==> src/rtl/wdg_pkg.sv <==
package wdg_pkg;
    localparam int DATA_W = 16;
    localparam int ADDR_W = 3;

    localparam logic [DATA_W-1:0] KEY_UNLOCK = 16'h5555;
    localparam logic [DATA_W-1:0] KEY_START  = 16'hCCCC;
    localparam logic [DATA_W-1:0] KEY_FEED   = 16'hAAAA;

    localparam logic [ADDR_W-1:0] A_KEY  = 3'd0;
    localparam logic [ADDR_W-1:0] A_PRE  = 3'd1;
    localparam logic [ADDR_W-1:0] A_RLD  = 3'd2;
    localparam logic [ADDR_W-1:0] A_EWC  = 3'd3;
    localparam logic [ADDR_W-1:0] A_STAT = 3'd4;

    localparam int EWC_EN_BIT = 15;

    typedef enum logic {LK_SHUT, LK_OPEN} lock_st_t;
    typedef enum logic {XS_IDLE, XS_PEND} xfer_st_t;
    typedef enum logic {CS_STOP, CS_RUN} core_st_t;
endpackage

==> src/rtl/wdg_regfile.sv <==
module wdg_regfile
    import wdg_pkg::*;
#(
    parameter int RLD_W    = 12,
    parameter int PRE_W    = 4,
    parameter bit HAS_EARLY = 1'b1
) (
    input  logic              clk,
    input  logic              rst_n,
    input  logic              wr_en,
    input  logic [ADDR_W-1:0] addr,
    input  logic [DATA_W-1:0] wdata,
    input  logic              busy_pre,
    input  logic              busy_rld,
    output logic              unlocked,
    output logic [PRE_W-1:0]  pre_q,
    output logic [RLD_W-1:0]  rld_q,
    output logic [RLD_W-1:0]  ewc_val,
    output logic              ewc_en,
    output logic              pre_wr,
    output logic              rld_wr,
    output logic              start_key,
    output logic              feed_key,
    output logic [DATA_W-1:0] rdata
);
    localparam logic [RLD_W-1:0] RLD_RESET = '1;

    lock_st_t lk_q, lk_d;
    logic     key_wr;
    logic     ewc_wr;

    assign key_wr    = wr_en && (addr == A_KEY);
    assign unlocked  = (lk_q == LK_OPEN);
    assign pre_wr    = wr_en && (addr == A_PRE) && unlocked;
    assign rld_wr    = wr_en && (addr == A_RLD) && unlocked;
    assign ewc_wr    = wr_en && (addr == A_EWC) && unlocked;
    assign start_key = key_wr && (wdata == KEY_START);
    assign feed_key  = key_wr && (wdata == KEY_FEED);

    // lock state register
    always_ff @(posedge clk or negedge rst_n) begin
        if (!rst_n) lk_q <= LK_SHUT;
        else        lk_q <= lk_d;
    end

    // lock transitions: unlock key opens, any other key shuts
    always_comb begin
        lk_d = lk_q;
        unique case (lk_q)
            LK_SHUT: if (key_wr && wdata == KEY_UNLOCK) lk_d = LK_OPEN;
            LK_OPEN: if (key_wr && wdata != KEY_UNLOCK) lk_d = LK_SHUT;
            default: lk_d = LK_SHUT;
        endcase
    end

    // staged configuration values
    always_ff @(posedge clk or negedge rst_n) begin
        if (!rst_n) begin
            pre_q <= '0;
            rld_q <= RLD_RESET;
        end else begin
            if (pre_wr) pre_q <= wdata[PRE_W-1:0];
            if (rld_wr) rld_q <= wdata[RLD_W-1:0];
        end
    end

    generate
        if (HAS_EARLY) begin : g_early
            logic [RLD_W-1:0] cmp_q;
            logic             cmp_en_q;
            always_ff @(posedge clk or negedge rst_n) begin
                if (!rst_n) begin
                    cmp_q    <= '0;
                    cmp_en_q <= 1'b0;
                end else if (ewc_wr) begin
                    cmp_q    <= wdata[RLD_W-1:0];
                    cmp_en_q <= wdata[EWC_EN_BIT];
                end
            end
            assign ewc_val = cmp_q;
            assign ewc_en  = cmp_en_q;
        end else begin : g_no_early
            assign ewc_val = '0;
            assign ewc_en  = 1'b0;
        end
    endgenerate

    // readback
    always_comb begin
        rdata = '0;
        unique case (addr)
            A_PRE:  rdata[PRE_W-1:0] = pre_q;
            A_RLD:  rdata[RLD_W-1:0] = rld_q;
            A_EWC: begin
                rdata[RLD_W-1:0]  = ewc_val;
                rdata[EWC_EN_BIT] = ewc_en;
            end
            A_STAT: rdata[1:0] = {busy_rld, busy_pre};
            default: rdata = '0;
        endcase
    end
endmodule

==> src/rtl/wdg_xfer.sv <==
module wdg_xfer
    import wdg_pkg::*;
#(
    parameter int             W          = 12,
    parameter logic [W-1:0]   RST_VAL    = '0,
    parameter int             BUSY_TICKS = 3
) (
    input  logic         clk,
    input  logic         rst_n,
    input  logic         tick,
    input  logic         load,
    input  logic [W-1:0] din,
    output logic         busy,
    output logic [W-1:0] dout
);
    localparam int CNT_W = (BUSY_TICKS < 2) ? 1 : $clog2(BUSY_TICKS);
    localparam logic [CNT_W-1:0] LAST = CNT_W'(BUSY_TICKS - 1);

    xfer_st_t          st_q, st_d;
    logic [CNT_W-1:0]  cnt_q;
    logic              done;

    assign done = (st_q == XS_PEND) && tick && (cnt_q == LAST) && !load;
    assign busy = (st_q == XS_PEND);

    always_ff @(posedge clk or negedge rst_n) begin
        if (!rst_n) st_q <= XS_IDLE;
        else        st_q <= st_d;
    end

    always_comb begin
        st_d = st_q;
        unique case (st_q)
            XS_IDLE: if (load) st_d = XS_PEND;
            XS_PEND: if (done) st_d = XS_IDLE;
            default: st_d = XS_IDLE;
        endcase
    end

    always_ff @(posedge clk or negedge rst_n) begin
        if (!rst_n) begin
            cnt_q <= '0;
            dout  <= RST_VAL;
        end else begin
            if (load)                           cnt_q <= '0;
            else if (st_q == XS_PEND && tick)   cnt_q <= cnt_q + 1'b1;
            if (done)                           dout  <= din;
        end
    end
endmodule

==> src/rtl/wdg_core.sv <==
module wdg_core
    import wdg_pkg::*;
#(
    parameter int RLD_W        = 12,
    parameter int PRE_W        = 4,
    parameter int BASE_SHIFT   = 2,
    parameter int MAX_DIV_LOG2 = 8,
    parameter bit HAS_EARLY    = 1'b1
) (
    input  logic             clk,
    input  logic             rst_n,
    input  logic             tick,
    input  logic             start,
    input  logic             feed,
    input  logic [PRE_W-1:0] pre_code,
    input  logic [RLD_W-1:0] rld_val,
    input  logic [RLD_W-1:0] ewc_val,
    input  logic             ewc_en,
    output logic             running,
    output logic             rst_req,
    output logic             early_irq
);
    localparam int PCNT_W   = MAX_DIV_LOG2;
    localparam int MAX_CODE = MAX_DIV_LOG2 - BASE_SHIFT;
    localparam logic [PRE_W-1:0] MAX_CODE_V = PRE_W'(MAX_CODE);

    core_st_t          st_q, st_d;
    logic [RLD_W-1:0]  cnt_q;
    logic [PCNT_W-1:0] pcnt_q;
    logic [PRE_W-1:0]  code_sat;
    logic [PCNT_W-1:0] div_m1;
    logic              ptick;
    logic [RLD_W-1:0]  cnt_dec;
    logic              hit_cmp;

    assign code_sat = (pre_code > MAX_CODE_V) ? MAX_CODE_V : pre_code;
    assign div_m1   = PCNT_W'((32'd1 << (32'(code_sat) + BASE_SHIFT)) - 32'd1);
    assign ptick    = tick && (pcnt_q == div_m1);
    assign cnt_dec  = cnt_q - 1'b1;
    assign hit_cmp  = HAS_EARLY && ewc_en && (cnt_q != '0) && (cnt_dec == ewc_val);
    assign running  = (st_q == CS_RUN);

    // state register
    always_ff @(posedge clk or negedge rst_n) begin
        if (!rst_n) st_q <= CS_STOP;
        else        st_q <= st_d;
    end

    // transitions: start is the only way in, nothing leads out
    always_comb begin
        st_d = st_q;
        unique case (st_q)
            CS_STOP: if (start) st_d = CS_RUN;
            CS_RUN:  st_d = CS_RUN;
            default: st_d = CS_STOP;
        endcase
    end

    // counting datapath and outputs
    always_ff @(posedge clk or negedge rst_n) begin
        if (!rst_n) begin
            cnt_q     <= '0;
            pcnt_q    <= '0;
            rst_req   <= 1'b0;
            early_irq <= 1'b0;
        end else begin
            rst_req   <= 1'b0;
            early_irq <= 1'b0;
            unique case (st_q)
                CS_STOP: begin
                    if (start) begin
                        cnt_q  <= rld_val;
                        pcnt_q <= '0;
                    end
                end
                CS_RUN: begin
                    if (start || feed) begin
                        cnt_q  <= rld_val;
                        pcnt_q <= '0;
                    end else if (ptick) begin
                        pcnt_q <= '0;
                        if (cnt_q == '0) begin
                            rst_req <= 1'b1;
                            cnt_q   <= rld_val;
                        end else begin
                            cnt_q     <= cnt_dec;
                            early_irq <= hit_cmp;
                        end
                    end else if (tick) begin
                        pcnt_q <= pcnt_q + 1'b1;
                    end
                end
                default: ;
            endcase
        end
    end
endmodule

==> src/rtl/wdg_top.sv <==
module wdg_top
    import wdg_pkg::*;
#(
    parameter int RLD_W        = 12,
    parameter int PRE_W        = 4,
    parameter int BASE_SHIFT   = 2,
    parameter int MAX_DIV_LOG2 = 8,
    parameter bit HAS_EARLY    = 1'b1,
    parameter int BUSY_TICKS   = 3
) (
    input  logic              clk,
    input  logic              rst_n,
    input  logic              tick,
    input  logic              wr_en,
    input  logic [2:0]        addr,
    input  logic [15:0]       wdata,
    output logic [15:0]       rdata,
    output logic              rst_req,
    output logic              early_irq
);
    localparam logic [RLD_W-1:0] RLD_INIT = '1;
    localparam logic [PRE_W-1:0] PRE_INIT = '0;

    logic             unlocked;
    logic [PRE_W-1:0] pre_q, pre_act;
    logic [RLD_W-1:0] rld_q, rld_act;
    logic [RLD_W-1:0] ewc_val;
    logic             ewc_en;
    logic             pre_wr, rld_wr;
    logic             start_key, feed_key;
    logic             busy_pre, busy_rld;
    logic             running;

    wdg_regfile #(.RLD_W(RLD_W), .PRE_W(PRE_W), .HAS_EARLY(HAS_EARLY)) u_regs (
        .clk(clk), .rst_n(rst_n), .wr_en(wr_en), .addr(addr), .wdata(wdata),
        .busy_pre(busy_pre), .busy_rld(busy_rld), .unlocked(unlocked),
        .pre_q(pre_q), .rld_q(rld_q), .ewc_val(ewc_val), .ewc_en(ewc_en),
        .pre_wr(pre_wr), .rld_wr(rld_wr), .start_key(start_key),
        .feed_key(feed_key), .rdata(rdata)
    );

    wdg_xfer #(.W(PRE_W), .RST_VAL(PRE_INIT), .BUSY_TICKS(BUSY_TICKS)) u_xfer_pre (
        .clk(clk), .rst_n(rst_n), .tick(tick), .load(pre_wr), .din(pre_q),
        .busy(busy_pre), .dout(pre_act)
    );

    wdg_xfer #(.W(RLD_W), .RST_VAL(RLD_INIT), .BUSY_TICKS(BUSY_TICKS)) u_xfer_rld (
        .clk(clk), .rst_n(rst_n), .tick(tick), .load(rld_wr), .din(rld_q),
        .busy(busy_rld), .dout(rld_act)
    );

    wdg_core #(.RLD_W(RLD_W), .PRE_W(PRE_W), .BASE_SHIFT(BASE_SHIFT),
               .MAX_DIV_LOG2(MAX_DIV_LOG2), .HAS_EARLY(HAS_EARLY)) u_core (
        .clk(clk), .rst_n(rst_n), .tick(tick), .start(start_key), .feed(feed_key),
        .pre_code(pre_act), .rld_val(rld_act), .ewc_val(ewc_val), .ewc_en(ewc_en),
        .running(running), .rst_req(rst_req), .early_irq(early_irq)
    );
endmodule

==> config.mk <==
export PLATFORM = sky130hd
export DESIGN_NAME = wdg_top
export DESIGN_NICKNAME = d
export VERILOG_FILES = /design/src/rtl/wdg_pkg.sv /design/src/rtl/wdg_regfile.sv /design/src/rtl/wdg_xfer.sv /design/src/rtl/wdg_core.sv /design/src/rtl/wdg_top.sv
export SDC_FILE = /design/constraint.sdc
export NUM_CORES = 1
export LEC_CHECK = 0
export BUFFER_PORTS_ARGS = -buffer_cell sky130_fd_sc_hd__buf_2
export CAP_MARGIN = 10
export CORE_UTILIZATION = 50
export CTS_BUF_LIST = sky130_fd_sc_hd__clkbuf_2
export CTS_CLUSTER_SIZE = 8
export DETAILED_ROUTE_END_ITERATION = 10
export PLACE_DENSITY = 0.72
export SYNTH_ARGS = -nofsm -noshare
export SYNTH_HDL_FRONTEND = slang
export SYNTH_HIERARCHICAL = 1
export SYNTH_SLANG_ARGS = --single-unit
==> constraint.sdc <==
create_clock -name clk -period 3.6 [get_ports clk]
set_input_delay 0.54 -clock clk [delete_from_list [all_inputs] [get_ports clk]]
set_output_delay 0.54 -clock clk [all_outputs]
set_load 0.05 [all_outputs]
# ---- Word-level counts from Yosys, hierarchy flattened
# Cells that the tools add are included.
dict set report op_classes {
  n_lt_le_gt_ge 1
  shift 1
  reduce_logical 30
  eq_ne 15
  bitwise_logic 4
  muxes 38
  n_addsub 6
}
# op count
set ops {}
lappend ops {{12-bit 2-to-1 mux} 4}
lappend ops {{16-bit == test (second input constant)} 2}
lappend ops {{8-bit 2-to-1 mux} 4}
lappend ops {{8-bit case mux with 2 select lines} 2}
lappend ops {{1-bit by 32-bit << shifter with 8-bit output (first input constant)} 1}
lappend ops {{12-bit case mux with 2 select lines} 1}
lappend ops {{1-bit logical AND} 20}
lappend ops {{16-bit by 15-bit == test with 1-bit output (second input constant)} 1}
lappend ops {{1-bit 2-to-1 mux} 16}
lappend ops {{16-bit by 15-bit != test with 1-bit output (second input constant)} 1}
lappend ops {{12-bit == test} 1}
lappend ops {{12-bit logical NOT} 1}
lappend ops {{12-bit nonzero test} 1}
lappend ops {{12-bit by 1-bit subtractor with 12-bit output (second input constant)} 1}
lappend ops {{8-bit by 1-bit adder with 8-bit output (second input constant)} 1}
lappend ops {{8-bit == test} 1}
lappend ops {{2-bit 2-to-1 mux} 4}
lappend ops {{1-bit case mux with 2 select lines} 4}
lappend ops {{2-bit case mux with 4 select lines} 1}
lappend ops {{8-bit by 1-bit subtractor with 8-bit output (second input constant)} 1}
lappend ops {{3-bit by 2-bit == test with 1-bit output (second input constant)} 2}
lappend ops {{2-bit case mux with 3 select lines} 1}
lappend ops {{4-bit by 2-bit adder with 5-bit output (second input constant)} 1}
lappend ops {{2-bit by 1-bit adder with 2-bit output (second input constant)} 2}
lappend ops {{other kinds (14)} 21}
dict set report word_totals {
  reg_bits 75
  wordCells 111
  out_inout_bits 18
}

# ---- Longest topological paths before layout
# Gate-level depths: netlist of the first run.
dict set report depth {
  word_depth 10
  depth_mapped 17
}

# ---- By module
# Netlist of the first run, hierarchy kept.
# module seq_area_each_um2 cells_per_inst n_inst area_each_um2
set modules_own_cells {}
lappend modules_own_cells {wdg_core 575.6 242 1 1960.6}
lappend modules_own_cells {wdg_regfile 765.7 127 1 1637.8}
lappend modules_own_cells {{wdg_xfer (u_xfer_rld)} 390.4 39 1 661.9}
lappend modules_own_cells {{wdg_xfer (u_xfer_pre)} 175.2 22 1 316.6}

# ---- Worst setup path after synthesis of the first run
# Ideal clock, no wire load.
dict set report synth_timing {
  path_kind {register to register}
  startpoint {register u_xfer_pre.dout[3]}
  endpoint {register u_core.cnt_q[3]}
  arrival_ns 3.393
  stages_incl_launch_ff 17
  period_less_slack_ns 3.529
  n_path_buf 3
  setup_slack_ns 0.071
  cell_sequence {dfrtp_1 buf_4 nor2_1 inv_1 ha_1 or2_2 or3_1 ha_1 buf_6 xnor2_1 xnor2_1 o31ai_1 o2111ai_2 or3_4 buf_6 o211ai_1 o21ai_0}
}
dict set report synth_via {
  elab_chain_len 9
}
# item line_no
set synth_rtl {}
lappend synth_rtl {{from (decl)} wdg_xfer.sv:14} ;# output logic [W-1:0] dout
lappend synth_rtl {{from (signal assigned)} wdg_xfer.sv:47} ;# if (done) dout <= din;
lappend synth_rtl {{4-bit by 3-bit greater-than comparator with 1-bit output} wdg_core.sv:36} ;# assign code_sat = (pre_code > MAX_CODE_V) ? MAX_CODE_V : pre_code;
lappend synth_rtl {{4-bit 2-to-1 mux (*)} wdg_core.sv:36}
lappend synth_rtl {{4-bit by 2-bit adder with 5-bit output (*)} wdg_core.sv:37} ;# assign div_m1 = PCNT_W'((32'd1 << (32'(code_sat) + BASE_SHIFT)) - 32'd1);
lappend synth_rtl {{1-bit by 32-bit << shifter with 8-bit output (*)} wdg_core.sv:37}
lappend synth_rtl {{8-bit by 1-bit subtractor with 8-bit output (*)} wdg_core.sv:37}
lappend synth_rtl {{8-bit == test (*)} wdg_core.sv:38} ;# assign ptick = tick && (pcnt_q == div_m1);
lappend synth_rtl {{1-bit logical AND (*)} wdg_core.sv:38}
lappend synth_rtl {{3-bit != test (no line) (*)} -}
lappend synth_rtl {{2-bit AND reduction (no line) (*)} -}
lappend synth_rtl {{to (signal assigned)} wdg_core.sv:72} ;# cnt_q <= rld_val;
lappend synth_rtl {{to (signal assigned)} wdg_core.sv:78} ;# cnt_q <= rld_val;
lappend synth_rtl {{to (signal assigned)} wdg_core.sv:84} ;# cnt_q <= rld_val;
lappend synth_rtl {{to (decl)} wdg_core.sv:28} ;# logic [RLD_W-1:0] cnt_q;
# Every way passes the cells marked *; elsewhere a longest branch is shown, timed or not.
# A chain may end at the register's enable or synchronous reset.

# ---- Worst setup path in the final report of the first run
dict set report layout_timing {
  startpoint {register u_xfer_pre.dout[2]}
  endpoint {register u_core.cnt_q[3]}
}
# The elaborated chain is that of the path after synthesis.

==> results of run 1 <==
[cell usage in the layout, fill, tap and decap left out, types with 3 or more instances in the layout]
master and count:
mux2_4 20, or2_2 3, nor2_1 35, nor4_1 5, nand4_1 6, a21bo_2 4, mux2_2 26, a22oi_1 4
or4_1 3, and3_1 6, dfstp_2 24, nor2b_1 4, xnor2_1 15, nor3_1 9, nand2b_1 4, o211ai_1 9
inv_1 10, mux2i_1 10, buf_4 14, nand2_1 23, xor2_1 9, nand3b_1 6, nand3_1 6, a21o_1 7
ha_1 6, nor3b_1 3, a41oi_1 3, clkbuf_2 10, conb_1 3, o21ai_1 6, or3_1 3, inv_6 3
buf_2 36, o21ai_0 7, or3_4 3, dfrtp_1 51, a21oi_1 27, o32a_1 3, nor4bb_1 8
[sequential cells by signal (all words and copies together), names as in the netlist, named ones only]
name and cells:
u_regs/ewc_en 1, u_core/rst_req 1, u_xfer_pre/cnt_q 2, u_xfer_rld/cnt_q 2
u_regs/ewc_val 12, u_regs/pre_q 4, u_core/pcnt_q 8, u_core/running 1
u_core/cnt_q 12, u_xfer_pre/dout 4, u_xfer_rld/dout 12, u_regs/rld_q 12
u_xfer_rld/busy 1, u_xfer_pre/busy 1, u_core/early_irq 1
[repair_timing]
item	4_1_cts	5_1_grt
hold endpoints to repair	0	0
hold buffers	0	0
resized for setup	0	12
endpoints found under the setup margin	0	21
setup buffers	0	4
[metal layers]
layer	vias up	global-route usage (%)	share of wire [%]
met5	-	0	0
met2	127	33.8	47
met4	0	8.51	1.9
li1	1655	-	-
met1	1719	30.8	47
met3	20	2.59	4.0
[worst paths after layout]
path / depth (start not counted) / start / slack [ps] / end
setup / recovery: 13 / u_xfer_pre/dout[2]$_DFFE_PN0P_ / 190 / u_core/cnt_q[3]$_DFFE_PN0P_
hold / removal: 1 / rst_n / 110 / u_core/early_irq$_DFF_PN0_
setup reg to reg: 13 / u_xfer_pre/dout[2]$_DFFE_PN0P_ / 190 / u_core/cnt_q[3]$_DFFE_PN0P_
hold reg to reg: 1 / u_regs/pre_q[1]$_DFFE_PN0P_ / 570 / u_xfer_pre/dout[1]$_DFFE_PN0P_
max in group asynchronous: 1 / rst_n / 2870 / u_core/pcnt_q[7]$_DFFE_PN0P_
min in group clk: 2 / wdata[7] / 270 / u_regs/ewc_val[7]$_DFFE_PN0P_
[metrics by stage]
stage	hold slack, ps	worst slack [ps]
2_1_floorplan	244	71.2
3_3_place_gp	505	159
5_1_grt	181	-17.0
4_1_cts	139	10.9
6_report	110	191
3_5_place_dp	527	46.3
[worst reg2reg max path, stage by stage (launching register included)]
cell and delay, ps:
dfrtp_1 440, nor2_2 130, inv_1 60, ha_1 300, or2_4 280, or3_4 340
ha_4 200, xnor2_2 190, xnor2_1 90, o31ai_1 270, o2111ai_2 240, or3_4 480
o211ai_1 190, o21ai_0 100
[final cells by class]
type | count | area, µm² | area share (%)
timing repair buffer | 50 | 285 | 5.69
clock buffer | 10 | 50.0 | 0.999
clock inverter | 6 | 71.3 | 1.42
tap | 108 | 135 | 2.70
inverter | 11 | 41.3 | 0.824
multi-input combinational | 323 | 2520 | 50.3
sequential | 75 | 1910 | 38.0
[Yosys cell counts (all sizes together) (2+ instances only)]
master and count:
o31ai 2, clkbuf 5, nor4 6, a21oi 27, xnor2 16, inv 11, dfrtp 51, o21a 2
nor2 37, mux2i 10, a21o 7, or2 5, a211oi 2, a22oi 4, nand2b 4, or4 3
and3 6, nor2b 4, o22ai 2, dfstp 24, nor3 11, nand2 23, ha 7, a41oi 3
a21bo 4, o21ai 14, nand3b 6, nand4 6, or3 5, o211ai 9, nor4bb 8, o32a 3
nand4b 3, and2 2, xor2 9, nor3b 3, o2111ai 2, nand3 6, or4b 2, mux2 47
buf 19
[where the power goes]
part / leakage, nW / internal [W] / total [W] / switching, W
Clock: 0.0696 / 0.000171 / 0.000508 / 0.000337
Combinational: 1.39 / 0.0000190 / 0.0000682 / 0.0000493
Sequential: 0.950 / 0.000846 / 0.000846 / 0.0000000735
[cells by family after synthesis]
group                    after synthesis
AND/OR/NAND/NOR                      141
AO/OA/AOI/OAI                         89
flip-flops                            75
multiplexers                          57
buffers and inverters                 35
XOR/XNOR                              25
adder cells (fa/ha/maj)                7
other                                  1
==> flow_summary.toml, run 1 <==
[final_layout]
fin_nets = 500
drive_gt1_share_pct = 34.5
fin_area_mm2 = 0.00501
fill_cells = 752
final_cells = 583
syn_to_final_growth_pct = 9.51
fin_util_pct = 56.9
num_antenna_cells = 0

[yosys]
synth_top_family_by_area = "simple AND/OR/NAND/NOR gates"
synth_xor_area_share_pct = 4.78
ys.flop_type = "dfrtp_1"
postSynthCellCount = 430
ys_types = 65
ys_seq_area_share_pct = 41.7
yosysTopAreaCellShare_pct = 27.9
ys_warn_count = 6
synth-adder-area-share_pct = 1.91
synth_top_area_cell = "dfrtp_1"
synthesis.area_mm2 = 0.00458
synth-seq-cells = 75
synthMuxAreaShare_pct = 15.4
synth-edff-count = 0
async_reset_ff_share_pct = 100
synth_area_leaders = "dfrtp_1, dfstp_2, mux2_4"
synth_area_per_cell_um2 = 10.6
synth-simple-area-share_pct = 18.1
synth-compound-area-share_pct = 13.3

[floorplanning]
core_area_mm2 = 0.00881
die_w_um = 97.7
dieArea_mm2 = 0.00954
die_h_um = 97.7
io_pins = 41
std_cell_rows = 34
initial_core_util_pct = 52.0

[critical_path]
crit_required_ps = 4020
worstSetupPathType = "flip-flop to flip-flop"
crit_chain = "nor2_2 -> inv_1 -> ha_1 -> or2_4 -> or3_4 -> ha_4 -> xnor2_2 -> xnor2_1 -> o31ai_1 -> o2111ai_2 -> or3_4 -> o211ai_1 -> o21ai_0"
crit_arrival_ps = 3830
worst-path-buf-inv = 1
cp_top_family = "simple AND/OR/NAND/NOR gates"
crit_top_cell = "or3_4"
worstPathMaxFanout = 7
slowest_stage = "or3_4"
endpoint_kind = "flip-flop"
cp_slowest_stage_delay_ps = 480
start_kind = "flip-flop"

[run_status]
status = "finished, violations left"
violations = "design-rule violations"

[placed_design]
placed_cells = 562
place_hpwl_mm = 7.16
place_area_mm2 = 0.00480
portBuffers = 37
gp_congestion = 0.856

[cts]
htree_num_levels = 3
root_buffer = "clkbuf_2"
cts_tree = "done"
clk_latency_ps = 530
cts_buffers = 9
clockBufferDepth = 2
cts_sinks = 75
clkTransAtPathRegs_ps = 250

[pwr]
ir_worst_vdd_v = 0.000184
p_per_area_mw_per_mm2 = 284
power.leakage_nw = 2.41
finalPower_w = 0.00142

[grt]
antenna_found_initial = 0
grt_overflow_total = 0
grt_pass1_wl_mm = 16.3
grt_max_degree = 76
grtUsageTotal_pct = 21.7
first_global_vias = 3261

[timing]
hold_viol_final = 0
relSlewSlack_pct = 31.1
period_needed_ps = 3410
fmax_mhz = 293
final-max-slew-violation-count = 0
period_share_pct = 94.7
fin_tns_setup_ps = 0
fin_skew_ps = 24.0
tightest_slew_ps = 1030
setup_violations = 0

[route]
dr.pass1.iters = 8
num_vias = 3521
post_drt_wl_per_cell_um = 17.4
routed_wl_mm = 10.1
vias_per_cell = 6.04
drtAntennaViolNets = 0
drcViolationCount = 2
drtIter0Drc = 236

[flow_run]
max_cap_viol_count = 0

[worst_hold_path]
hp-class = "input port to async pin"
(Power assumes the default switching activity.)
==> inputs of run 2 (changes only) <==
==> constraint.sdc (replaced) <==
create_clock -name clk -period 3.6 [get_ports clk]
set_input_delay 0.18 -clock clk [delete_from_list [all_inputs] [get_ports clk]]
set_output_delay 0.18 -clock clk [all_outputs]
set_load 0.05 [all_outputs]
==> run 2 against run 1 <==
Against the previous run:
- the run still ends with design-rule violations left
- maximum frequency is 0.90% lower
- clock power is 5.1% lower
- combinational power is 20% higher
- utilization is 1.3 points higher
- final cell count is 1.7% higher
- wire length is 4.3% higher
- first-iteration DRC count is 11% lower
- critical endpoint is now u_core/early_irq$_DFF_PN0_
- largest power group unchanged
==> flow_summary.toml, run 2 (synthesized netlist as in run 1, its figures left out) <==
[run_status]
status = "finished, violations left"
violations = "design-rule violations"

[timing]
fin_skew_ps = 35.9
tightest_slew_ps = 994
fin_tns_setup_ps = 0
final-max-slew-violation-count = 0
period_needed_ps = 3440
hold_viol_final = 0
hold_slack_ps = 48.6
setup_violations = 0
fin_ws_ps = 161
relSlewSlack_pct = 33.6
fmax_mhz = 291
period_share_pct = 95.5

[floorplanning]
die_h_um = 97.7
dieArea_mm2 = 0.00954
io_pins = 41
initial_core_util_pct = 52.0
std_cell_rows = 34
die_w_um = 97.7
core_area_mm2 = 0.00881

[critical_path]
worst-path-buf-inv = 1
crit_top_cell = "ha_4"
reg2reg_from = "u_xfer_pre/dout[3]$_DFFE_PN0P_"
cp_slowest_stage_delay_ps = 460
timing.rr.end = "u_core/early_irq$_DFF_PN0_"
start_kind = "flip-flop"
endpoint_kind = "flip-flop"
crit_chain = "nor2_2 -> inv_1 -> ha_4 -> or2_4 -> or3_4 -> ha_4 -> xnor2_2 -> xnor2_1 -> o31ai_1 -> o2111ai_2 -> or2_2 -> a2111oi_1"
rrSetupSlack_ps = 160
worstSetupPathType = "flip-flop to flip-flop"
critical_path_depth = 12
rr_worst_depth = 12
crit_arrival_ps = 3830
worstPathMaxFanout = 7
crit_required_ps = 3990
cp_top_family = "simple AND/OR/NAND/NOR gates"
slowest_stage = "dfrtp_1"

[pwr]
ir_worst_vdd_v = 0.000159
p_per_area_mw_per_mm2 = 275
power.leakage_nw = 2.44

[final_layout]
fin_nets = 510
fin_area_mm2 = 0.00513
num_antenna_cells = 0
syn_to_final_growth_pct = 12.1
layout_commonest_cell = "dfrtp_1"
most-common-layout-cells = "dfrtp_1, buf_2, nor2_1"
drive_gt1_share_pct = 32.6

[cts]
cts_buffers = 9
htree_num_levels = 3
cts_sinks = 75
clkTransAtPathRegs_ps = 220
clk_latency_ps = 530
clockBufferDepth = 2
cts_tree = "done"
root_buffer = "clkbuf_2"

[flow_run]
max_cap_viol_count = 0

[route]
vias_per_cell = 6.03
post_drt_wl_per_cell_um = 17.8
drtAntennaViolNets = 0
routed_wl_mm = 10.6
num_vias = 3574
drcViolationCount = 2
drtIter0Drc = 209
dr.pass1.iters = 8

[grt]
antenna_found_initial = 0
grt_overflow_total = 0
first_global_vias = 3371
grt_max_degree = 76
grt_pass1_wl_mm = 16.9
grtUsageTotal_pct = 22.6

[placed_design]
gp_congestion = 0.856
portBuffers = 37
place_hpwl_mm = 7.09
place_area_mm2 = 0.00478
pre_cts_ws_ps = -16.7

[worst_hold_path]
min_path_cells = 3
min_from = "addr[2]"
hp-class = "input port to flip-flop"
==> run 2: cell count changes in the layout (fill, tap and decap cells not counted), sizes merged <==
cell and delta:
buf -5, clkbuf -1, clkinv +1, clkinvlp +1, dlygate4sd3 +15, inv -1
==> run 2: power breakdown <==
group	switching, W	internal [W]
sequential	0.0000000733	0.000846
clock	0.000321	0.000162
combinational	0.0000527	0.0000290
==> run 2: cell type report <==
cell class | count | area (µm²)
Tap cell | 108 | 135
Clock buffer | 9 | 45.0
Clock inverter | 7 | 73.8
Multi-Input combinational cell | 323 | 2530
Sequential cell | 75 | 1910
Fill cell | 740 | 3670
Timing Repair Buffer | 60 | 398
Inverter | 11 | 41.3
==> run 2: tightest hold or removal path, cell delays in order <==
cell and delay [ps]:
buf_2 150, or4b_4 150, o21ai_1 70
==> run 2: repair_timing <==
action	in CTS	in global routing
endpoints found under the hold margin	81	0
setup endpoints to repair	2	17
gates resized for setup	2	10
buffers inserted	0	2
hold buffers	15	0
cloned	0	1
pin swaps	0	8
==> run 2: worst max-delay path by stage <==
| stage | start | to | slack [ps] |
|---|---|---|---|
| floorplan | u_xfer_pre/dout[3]$_DFFE_PN0P_ | u_core/cnt_q[3]$_DFFE_PN0P_ | 70 |
| global placement | u_xfer_pre/dout[3]$_DFFE_PN0P_ | u_core/cnt_q[1]$_DFFE_PN0P_ | 160 |
| detailed placement | u_xfer_pre/dout[2]$_DFFE_PN0P_ | u_core/cnt_q[1]$_DFFE_PN0P_ | -20 |
| CTS | u_xfer_pre/dout[2]$_DFFE_PN0P_ | u_core/early_irq$_DFF_PN0_ | 0.7 |
| global route | u_xfer_pre/dout[3]$_DFFE_PN0P_ | u_core/cnt_q[11]$_DFFE_PN0P_ | -2 |
| finish | u_xfer_pre/dout[3]$_DFFE_PN0P_ | u_core/early_irq$_DFF_PN0_ | 160 |
==> run 2: routing by layer <==
metal / up-vias / share of wire, % / GRT usage [%]
met3: 17 / 4.4 / 3.09
li1: 1672 / - / -
met5: - / 0 / 0
met2: 124 / 47 / 35.2
met4: 0 / 1.5 / 8.62
met1: 1761 / 47 / 31.9
==> run 2: metrics by stage <==
step / power (W) / util [%] / instances
after detailed placement: 0.000927 / 54.2 / 559
after CTS: 0.00142 / 57.4 / 590
after global routing: 0.00146 / 58.3 / 593
after floorplan: 0.000887 / - / 432
after global placement: 0.000926 / 54.2 / 559
final: 0.00141 / 58.3 / 593
==> inputs of run 3 (changes only) <==
--- a/config.mk
+++ b/config.mk
@@ -11,7 +11,7 @@
 export CTS_BUF_LIST = sky130_fd_sc_hd__clkbuf_2
 export CTS_CLUSTER_SIZE = 8
 export DETAILED_ROUTE_END_ITERATION = 10
-export PLACE_DENSITY = 0.72
+export PLACE_DENSITY = 0.69
 export SYNTH_ARGS = -nofsm -noshare
 export SYNTH_HDL_FRONTEND = slang
 export SYNTH_HIERARCHICAL = 1
==> constraint.sdc (replaced) <==
create_clock -name clk -period 3.9 [get_ports clk]
set_input_delay 0.195 -clock clk [delete_from_list [all_inputs] [get_ports clk]]
set_output_delay 0.195 -clock clk [all_outputs]
set_load 0.05 [all_outputs]
==> run 3 against run 2 <==
Against the previous run:
- the run still ends with design-rule violations left
- sequential power fell by 7.7%
- combinational power fell by 9.3%
- final cell count decreased by 1.0%
- sequential share of layout area grew 0.56 points
- sequential cell count unchanged
- first-iteration DRC count fell by 5.7%
- clock-buffer cell count is the same
- cell area down 1.4%
- critical path depth rose by 1
- total power is 7.5% lower
- setup slack improved by 160 ps
- register-to-register slack improved by 160 ps
- critical path type unchanged
- largest power group unchanged
==> flow_summary.toml, run 3 (synthesized netlist as in run 1, its figures left out) <==
[cts]
root_buffer = "clkbuf_2"
htree_num_levels = 3
clkTransAtPathRegs_ps = 230
cts_buffers = 9
clk_latency_ps = 540
clockBufferDepth = 2
cts_sinks = 75
cts_tree = "done"

[pwr]
power.leakage_nw = 2.41
ir_worst_vdd_v = 0.000146
p_per_area_mw_per_mm2 = 258
finalPower_w = 0.00130

[final_layout]
fin_util_pct = 57.5
syn_to_final_growth_pct = 10.6
most-common-layout-cells = "dfrtp_1, nor2_1, buf_2"
fill_cells = 746
drive_gt1_share_pct = 31.7
layout_commonest_cell = "dfrtp_1"
num_antenna_cells = 0
fin_nets = 504

[floorplanning]
std_cell_rows = 34
core_area_mm2 = 0.00881
die_h_um = 97.7
die_w_um = 97.7
dieArea_mm2 = 0.00954
initial_core_util_pct = 52.0
io_pins = 41

[grt]
grt_max_degree = 76
antenna_found_initial = 0
grt_pass1_wl_mm = 16.7
grtUsageTotal_pct = 22.4
grt_overflow_total = 0
first_global_vias = 3364

[route]
routed_wl_mm = 10.2
num_vias = 3485
dr.pass1.iters = 7
drcViolationCount = 6
drtAntennaViolNets = 0
post_drt_wl_per_cell_um = 17.3
vias_per_cell = 5.94
drtIter0Drc = 197

[critical_path]
start_kind = "flip-flop"
crit_arrival_ps = 4000
cp_slowest_stage_delay_ps = 490
cp_top_family = "simple AND/OR/NAND/NOR gates"
endpoint_kind = "flip-flop"
crit_required_ps = 4320
crit_chain = "nor2_1 -> inv_1 -> ha_1 -> or2_2 -> or3_1 -> ha_2 -> xnor2_2 -> xnor2_1 -> o31ai_1 -> o2111ai_2 -> or3_4 -> o211ai_1 -> o21ai_1"
worst-path-buf-inv = 1
worstSetupPathType = "flip-flop to flip-flop"
slowest_stage = "dfrtp_2"
worstPathMaxFanout = 11

[run_status]
status = "finished, violations left"
violations = "design-rule violations"

[timing]
hold_viol_final = 0
setup_violations = 0
tightest_slew_ps = 971
final-max-slew-violation-count = 0
fin_skew_ps = 33.2
fin_ws_ps = 318
period_needed_ps = 3580
fmax_mhz = 279
period_share_pct = 91.8
grt_setup_unrepaired = "no"
relSlewSlack_pct = 35.2
fin_tns_setup_ps = 0

[placed_design]
gp_congestion = 0.836
place_hpwl_mm = 7.07
portBuffers = 37
pre_cts_ws_ps = 180

[worst_hold_path]
hp-class = "input port to flip-flop"

[flow_run]
max_cap_viol_count = 0
-- run 3: cell types whose count changed in the layout (fill, tap and decap cells not counted), sizes merged --
| cell | change |
|---|---|
| buf | -5 |
| clkinv | +1 |
| clkinvlp | -1 |
| or3 | -1 |
-- run 3: layout make-up --
type,count,area [µm²],share of cell area (%)
multi-input combinational,322,2490,49.3
timing repair buffer,55,360,7.12
sequential,75,1910,37.7
clock buffer,9,45.0,0.890
clock inverter,7,75.1,1.48
inverter,11,41.3,0.816
tap,108,135,2.67
-- run 3: worst paths after layout --
| check | startpoint | endpoint | slack [ps] | cells after the start |
|---|---|---|---|---|
| worst min register to register | u_xfer_rld/cnt_q[0]$_DFFE_PN0P_ | u_xfer_rld/cnt_q[0]$_DFFE_PN0P_ | 570 | 2 |
| worst min-delay path | addr[2] | flip-flop | 50 | 3 |
| worst max-delay path | u_xfer_pre/dout[1]$_DFFE_PN0P_ | u_core/cnt_q[5]$_DFFE_PN0P_ | 320 | 13 |
| min in group asynchronous | rst_n | u_regs/pre_q[2]$_DFFE_PN0P_ | 310 | 2 |
| max in group asynchronous | rst_n | u_xfer_pre/dout[1]$_DFFE_PN0P_ | 2970 | 2 |
| worst max register to register | u_xfer_pre/dout[1]$_DFFE_PN0P_ | u_core/cnt_q[5]$_DFFE_PN0P_ | 320 | 13 |
-- run 3: metal layers --
layer / global-route usage (%) / part of all wire [%]
met5: 0 / 0
met4: 7.34 / 1.2
met3: 4.32 / 3.8
met2: 36.0 / 48
met1: 30.4 / 47
-- run 3: where the power goes --
group	switching, W	leakage [nW]	internal [W]	total [W]
sequential	0.0000000695	0.946	0.000781	0.000781
clock	0.000299	0.0666	0.000151	0.000450
combinational	0.0000474	1.39	0.0000267	0.0000741
total	0.000346	2.41	0.000958	0.00130
-- run 3: what timing repair did --
action                                 CTS  global route
setup buffers                            0             2
gates resized for setup                  0             9
endpoints found under the hold margin   81             0
hold buffers                            15             0
setup endpoints to repair                0            17
-- run 3: through the flow --
step                hold WS (ps)  cells  cell area, µm²
floorplan                   -101    432            4580
global placement             399    554            4740
detailed placement           393    554            4740
CTS                         11.1    585            5010
global route                27.9    587            5060
finish                      47.3    587            5060
-- run 3: worst min-delay path, delay by kind of cell --
family                 cells  cell delay [ps]
AOI/OAI and AO/OA          1               60
buffers and inverters      1              150
and+or+nand+nor            1              150
